File: src/rtl/wdog_pkg.sv
package wdog_pkg;
  typedef enum logic [1:0] {
    WD_REG_TIMEOUT = 2'd0,
    WD_REG_ENABLE  = 2'd1,
    WD_REG_KICK    = 2'd2
  } wd_reg_e;
endpackage

File: src/rtl/wdog_cfg_regs.sv
module wdog_cfg_regs
  import wdog_pkg::*;
#(
  parameter int CNT_W = 23
) (
  input  logic             clk,
  input  logic             rst_n,
  input  logic             cfg_wr,
  input  logic [1:0]       cfg_addr,
  input  logic [CNT_W-1:0] cfg_wdata,
  output logic [CNT_W-1:0] reload_val,
  output logic             en,
  output logic             load_stb,
  output logic             kick_stb,
  output logic             dis_stb
);
  logic en_stb;

  always_comb begin
    load_stb = cfg_wr && (cfg_addr == WD_REG_TIMEOUT);
    en_stb   = cfg_wr && (cfg_addr == WD_REG_ENABLE);
    kick_stb = cfg_wr && (cfg_addr == WD_REG_KICK);
    dis_stb  = en_stb && !cfg_wdata[0];
  end

  always_ff @(posedge clk or negedge rst_n) begin
    if (!rst_n) begin
      reload_val <= '0;
      en         <= 1'b0;
    end else begin
      if (load_stb) reload_val <= cfg_wdata;
      if (en_stb)   en         <= cfg_wdata[0];
    end
  end
endmodule

File: src/rtl/wdog_counter.sv
module wdog_counter #(
  parameter int CNT_W = 23
) (
  input  logic             clk,
  input  logic             rst_n,
  input  logic             tick,
  input  logic             en,
  input  logic             load_stb,
  input  logic [CNT_W-1:0] load_data,
  input  logic             kick_stb,
  input  logic [CNT_W-1:0] reload_val,
  output logic [CNT_W-1:0] cnt,
  output logic             expire
);
  logic at_zero;

  assign at_zero = (cnt == '0);
  // a tick at zero expires unless a write reloads the counter this cycle
  assign expire  = en && tick && at_zero && !load_stb && !kick_stb;

  always_ff @(posedge clk or negedge rst_n) begin
    if (!rst_n) begin
      cnt <= '0;
    end else if (load_stb) begin
      cnt <= load_data;
    end else if (kick_stb || expire) begin
      cnt <= reload_val;
    end else if (en && tick) begin
      cnt <= cnt - 1'b1;
    end
  end
endmodule

File: src/rtl/wdog_stage_ctrl.sv
module wdog_stage_ctrl (
  input  logic clk,
  input  logic rst_n,
  input  logic en,
  input  logic dis_stb,
  input  logic kick_stb,
  input  logic expire,
  output logic irq,
  output logic rst_req,
  output logic armed
);
  always_ff @(posedge clk or negedge rst_n) begin
    if (!rst_n) begin
      irq     <= 1'b0;
      rst_req <= 1'b0;
      armed   <= 1'b0;
    end else if (!en || dis_stb || kick_stb) begin
      irq     <= 1'b0;
      rst_req <= 1'b0;
      armed   <= 1'b0;
    end else if (expire) begin
      if (armed) begin
        rst_req <= 1'b1;
        armed   <= 1'b0;
      end else begin
        irq     <= 1'b1;
        armed   <= 1'b1;
        rst_req <= 1'b0;
      end
    end else begin
      rst_req <= 1'b0;
    end
  end
endmodule

File: src/rtl/wdog_twostage.sv
module wdog_twostage #(
  parameter int CNT_W = 23
) (
  input  logic             clk,
  input  logic             rst_n,
  input  logic             tick_us,
  input  logic             cfg_wr,
  input  logic [1:0]       cfg_addr,
  input  logic [CNT_W-1:0] cfg_wdata,
  output logic             irq,
  output logic             rst_req
);
  logic [CNT_W-1:0] reload_val;
  logic [CNT_W-1:0] cnt;
  logic             en;
  logic             load_stb;
  logic             kick_stb;
  logic             dis_stb;
  logic             expire;
  logic             armed;

  wdog_cfg_regs #(.CNT_W(CNT_W)) u_regs (
    .clk(clk), .rst_n(rst_n), .cfg_wr(cfg_wr), .cfg_addr(cfg_addr),
    .cfg_wdata(cfg_wdata), .reload_val(reload_val), .en(en),
    .load_stb(load_stb), .kick_stb(kick_stb), .dis_stb(dis_stb)
  );

  wdog_counter #(.CNT_W(CNT_W)) u_cnt (
    .clk(clk), .rst_n(rst_n), .tick(tick_us), .en(en),
    .load_stb(load_stb), .load_data(cfg_wdata), .kick_stb(kick_stb),
    .reload_val(reload_val), .cnt(cnt), .expire(expire)
  );

  wdog_stage_ctrl u_stage (
    .clk(clk), .rst_n(rst_n), .en(en), .dis_stb(dis_stb),
    .kick_stb(kick_stb), .expire(expire), .irq(irq),
    .rst_req(rst_req), .armed(armed)
  );
endmodule

File: config.mk
export PLATFORM = sky130hd
export DESIGN_NAME = wdog_twostage
export DESIGN_NICKNAME = d
export VERILOG_FILES = /design/src/rtl/wdog_pkg.sv /design/src/rtl/wdog_cfg_regs.sv /design/src/rtl/wdog_counter.sv /design/src/rtl/wdog_stage_ctrl.sv /design/src/rtl/wdog_twostage.sv
export SDC_FILE = /design/constraint.sdc
export NUM_CORES = 1
export LEC_CHECK = 0
export ABC_CLOCK_PERIOD_IN_PS = 2200
export CELL_PAD_IN_SITES_DETAIL_PLACEMENT = 1
export CELL_PAD_IN_SITES_GLOBAL_PLACEMENT = 1
export CORE_ASPECT_RATIO = 1.5
export CORE_MARGIN = 3
export CORE_UTILIZATION = 39
export CTS_CLUSTER_DIAMETER = 200
export CTS_CLUSTER_SIZE = 20
export DETAILED_ROUTE_END_ITERATION = 16
export PLACE_DENSITY = 0.87
export SLEW_MARGIN = 20
export SYNTH_ARGS = -nofsm -noshare
export SYNTH_HDL_FRONTEND = slang
export SYNTH_SLANG_ARGS = --single-unit
File: constraint.sdc
create_clock -name clk -period 2.2 [get_ports clk]
set_clock_uncertainty 0.05 [all_clocks]
set_input_delay 0.33 -clock clk [delete_from_list [all_inputs] [get_ports clk]]
set_output_delay 0.33 -clock clk [all_outputs]
set_load 0.05 [all_outputs]
# After elaboration in Yosys (flattened, before gate mapping)
# Index checks and enable logic that the tools add are counted.
[classes]
n_reduce_logical = 20
n_eq_ne = 3
muxes = 12
addsub = 1
[op_table]
columns = ["op", "count"]
rows = [
  ["two-way mux 23 bit", 3],
  ["zero test 23 bit", 1],
  ["subtractor 23 x 1 -> 23 bit (second input constant)", 1],
  ["two-way mux 1 bit", 9],
  ["logical AND 1 bit", 8],
  ["zero test 1 bit", 4],
  ["logical OR 1 bit", 3],
  ["nonzero test 3 bit", 1],
  ["== test 2 x 1 -> 1 bit (second input constant)", 1],
  ["== test 2 bit (second input constant)", 1],
  ["zero test 2 bit", 1],
  ["!= test 2 bit (second input constant)", 1],
  ["AND reduction 2 bit", 1],
  ["nonzero test 2 bit", 1],
]
[word_totals]
out_inout_bits = 2
reg_bits = 50

# Depth between registers and ports, before layout
[depth]
ltp_word = 8
ltp_mapped = 8
depth_no_buf = 7

# Cells and area by module
# Synthesis repeated with hierarchy kept, for this count alone.
[hier_totals]
hier_cells = 249
area_unflattened_um2 = 2742.6
[by_module_without_submodules]
columns = ["mod", "seq_area_each_um2", "n_inst", "cells_each", "area_per_inst_um2"]
rows = [
  ["wdog_counter", 575.6, 1, 185, 1689.1],
  ["wdog_cfg_regs", 600.6, 1, 55, 930.9],
  ["wdog_stage_ctrl", 75.1, 1, 9, 122.6],
]

# Worst setup path before layout
# Ideal clock, no wire load.
[synth_timing]
kind = "flip-flop to flip-flop"
start = "reg u_cnt.cnt[0]"
end = "reg u_cnt.cnt[5]"
path_stages_with_launch = 9
arrival_time_ns = 1.908
slack_ns = 0.115
n_path_buf = 1
path_cell_list = "dfrtp_1 -> inv_1 -> ha_1 -> nor4b_2 -> nand4_4 -> o21a_1 -> buf_6 -> a222oi_1 -> nand2_1"
[synth_between]
elab_chain_cells = 7
elab_cells_between_ends = 10
classes_between = "1 x add/sub; 3 x mux; 6 x reduce/logical"
[synth_lines]
columns = ["item", "line", "source"]
rows = [
  ["from (decl)", "wdog_counter.sv:12", "output logic [CNT_W-1:0] cnt,"],
  ["from (signal assigned)", "wdog_counter.sv:25", "cnt <= load_data;"],
  ["from (signal assigned)", "wdog_counter.sv:27", "cnt <= reload_val;"],
  ["from (signal assigned)", "wdog_counter.sv:29", "cnt <= cnt - 1'b1;"],
  ["branches (longest 7 deep; another with subtractor 23 x 1 -> 23 bit)", "-", ""],
]
# Several ways; the timed one is not identified. The select of a mux whose other input is x is not followed.
# A chain may end at the register's enable or synchronous reset.

# Final worst setup path
[layout_timing]
start = "reg u_cnt.cnt[0]"
end = "reg u_cnt.cnt[15]"
# The elaborated chain is that of the path after synthesis.

==> reports/metrics.yaml <==
logic_synthesis:
  syn_inst: 306
  yosysWarnings: 0
  synth_flop_cell: "dfrtp_1"
  syn_area_per_cell_um2: 9.07
  yosysSeqAreaShare_pct: 45.1
  netlist_area_mm2: 0.00277
  synth_seq_cells: 50
  async_reset_ff_share_pct: 100
  synth_edf_count: 0
  syn-num-nets: 336
  ys_types: 60
clock_tree:
  cts-root-buf: "clkbuf_8"
  clk_pin_slew_ns: 0.11
  cts.sinks: 50
  numCtsBuffers: 5
  cts_max_path_buffers: 2
  clkLatencyLatePin_ns: 0.33
  cts_tree: "yes"
  htreeDepth: 2
finish:
  design_area_mm2: 0.00365
  fillers: 798
  layout_commonest_cell: "nand2_1"
  nets: 396
  synthToLayoutAreaGrowth_pct: 31.7
  instances_no_fill: 445
  regArea_mm2: 0.00125
  drive_gt1_share_pct: 20.4
  antenna_cells: 0
  final_cell_mix: "nand2_1, dfrtp_1, buf_4, clkdlybuf4s50_1, nor2_1"
  multi_input_area_mm2: 0.00151
placed_design:
  io_buffers: 30
  dpl.cell_count: 428
  dp_hpwl_um: 6160
  pre_cts_slack_ns: -0.139
  gp_congestion: 0.917
  dpl_cell_area_mm2: 0.00335
critical_path:
  cpMostUsedCell: "buf_4"
  crit_path_end_kind: "flop"
  critical_path.startpoint: "u_cnt.cnt[0]"
  slowest_delay_ns: 0.44
  arrival_ns: 2.31
  worstSetupPathType: "flop to flop"
  start_kind: "flop"
  path_cells: "inv_2 > ha_4 > nor4b_4 > buf_4 > nand4_4 > o21a_4 > buf_4 > a221oi_2 > o22ai_1"
  reg2reg_from: "u_cnt.cnt[0]"
  path_max_fanout: 6
  crit_slowest_cell: "dfrtp_2"
  cp.required_ns: 2.32
route:
  drtPass1Iterations: 5
  num_vias: 2766
  wire_per_inst_um: 21.5
  routed_wl_um: 9580
  viasPerCell: 6.22
  ant_nets: 0
  drc: 0
  drt_iter0_drc: 266
worst_hold_path:
  hp-class: "flop to flop"
  min_from: "u_regs.reload_val[14]"
grt:
  grt_pass1_vias: 2885
  grt_pass1_wl_um: 14200
  grt_max_degree: 28
  track_usage_pct: 23.0
  grt_overflow: 0
  antenna_found_initial: 0
pwr:
  irDropWorstVdd_mv: 0.353
  leakage_uw: 0.00155
  total_power_uw: 2970
  p_per_area_mw_per_mm2: 812
timing:
  slew_headroom_pct: 30.6
  min_period_ns: 2.18
  max_freq_mhz: 458
  setup_viol: 0
  worst_hold_slack_ns: 0.435
  rsz0062_at_grt: "yes"
  drv_slew: 0
  fin_crit_sh_pct: 99.3
  final_hold_viol_count: 0
  fin_ws_ns: 0.0156
  worst_slew_pin_slew_ns: 1.04
die:
  rows: 37
  fp.dieW_um: 74.9
  start_util_pct: 40.2
  core_area_mm2: 0.00690
  die_h_um: 109
  dieArea_mm2: 0.00818
  num_io_pins: 31
outcome:
  status: "finished, final reports clean"
flow_run:
  maxCapViolCount: 0
## synthesized netlist by cell type, drive strengths merged (4+ instances only)
cell type,count,area share [%]
o31ai,6,1.6
o21ai,10,1.9
nor3,9,1.8
clkbuf,11,1.5
nor4,7,2.6
nand4,7,2.1
a21oi,14,2.5
dfrtp,50,45
buf,4,1.2
nor2,17,2.3
nand2,72,9.7
inv,6,0.81
nand3,9,1.6
mux2,6,2.4
a31oi,4,0.90
and2,4,0.90
a22oi,6,1.6
o22ai,6,1.4
## routing by layer
| metal | vias up | routed length, µm | track usage [%] |
|---|---|---|---|
| li1 | 1239 | - | - |
| met1 | 1414 | 3820 | 26.7 |
| met2 | 88 | 4960 | 39.0 |
| met3 | 25 | 466 | 4.21 |
| met4 | 0 | 330 | 12.5 |
| met5 | - | 0 | 0 |
## worst paths after layout
kind / end / slack, ns / depth (start not counted)
max: u_cnt.cnt[15] / 0.02 / 9
min: u_regs.reload_val[14] / 0.44 / 2
max reg2reg: u_cnt.cnt[15] / 0.02 / 9
min reg2reg: u_regs.reload_val[14] / 0.44 / 2
max in group asynchronous: u_cnt.cnt[7] / 1.04 / 3
min in group asynchronous: u_regs.reload_val[21] / 0.48 / 2
## kinds of logic after synthesis
logic type,Yosys count,share of synthesized area [%]
fa+ha+maj,1,0.451
compound gates,73,18.5
simple gates,148,27.7
flops,50,45.1
xor+xnor,5,1.58
mux,8,3.16
buf+inv,21,3.47
## flip-flops by register name, indices dropped and copies added (netlist names)
| name | flops |
|---|---|
| u_cnt.cnt | 23 |
| u_regs.en | 1 |
| u_regs.reload_val | 23 |
| u_stage.armed | 1 |
| u_stage.irq | 1 |
| u_stage.rst_req | 1 |
## power by group
group | internal (µW) | switching (µW) | total [µW]
Combinational | 406 | 448 | 855
Clock | 485 | 341 | 827
Sequential | 1080 | 202 | 1280
## per-stage QoR
| stage | setup TNS (ns) | utilization (%) |
|---|---|---|
| 2_1_floorplan | 0 | - |
| 3_3_place_gp | -0.00441 | 48.6 |
| 3_5_place_dp | -0.624 | 48.6 |
| 4_1_cts | 0 | 51.4 |
| 5_1_grt | -0.366 | 53.0 |
| 6_report | 0 | 53.0 |
## layout make-up
| class | instances | share of cell area (%) |
|---|---|---|
| timing repair buffer | 68 | 17.1 |
| sequential | 50 | 34.3 |
| multi-input combinational | 235 | 41.4 |
| inverter | 6 | 0.616 |
| tap | 78 | 2.67 |
| clock inverter | 2 | 1.64 |
| clock buffer | 6 | 2.26 |
## worst max-delay path: cells and delay by family (launching register included)
family,cells,cell delay [ns]
AOI/OAI and AO/OA,3,0.67
adders and majority gates,1,0.14
buffers and inverters,3,0.40
DFF,1,0.44
and+or+nand+nor,2,0.34
## what timing repair did
item                                    CTS  global route
resized for setup                         4            13
buffers inserted                          3             6
pin swaps                                 2             8
hold buffers                              1             0
endpoints found under the hold margin    23             0
endpoints found under the setup margin    8            10
Power figures use the tool's default switching activity.
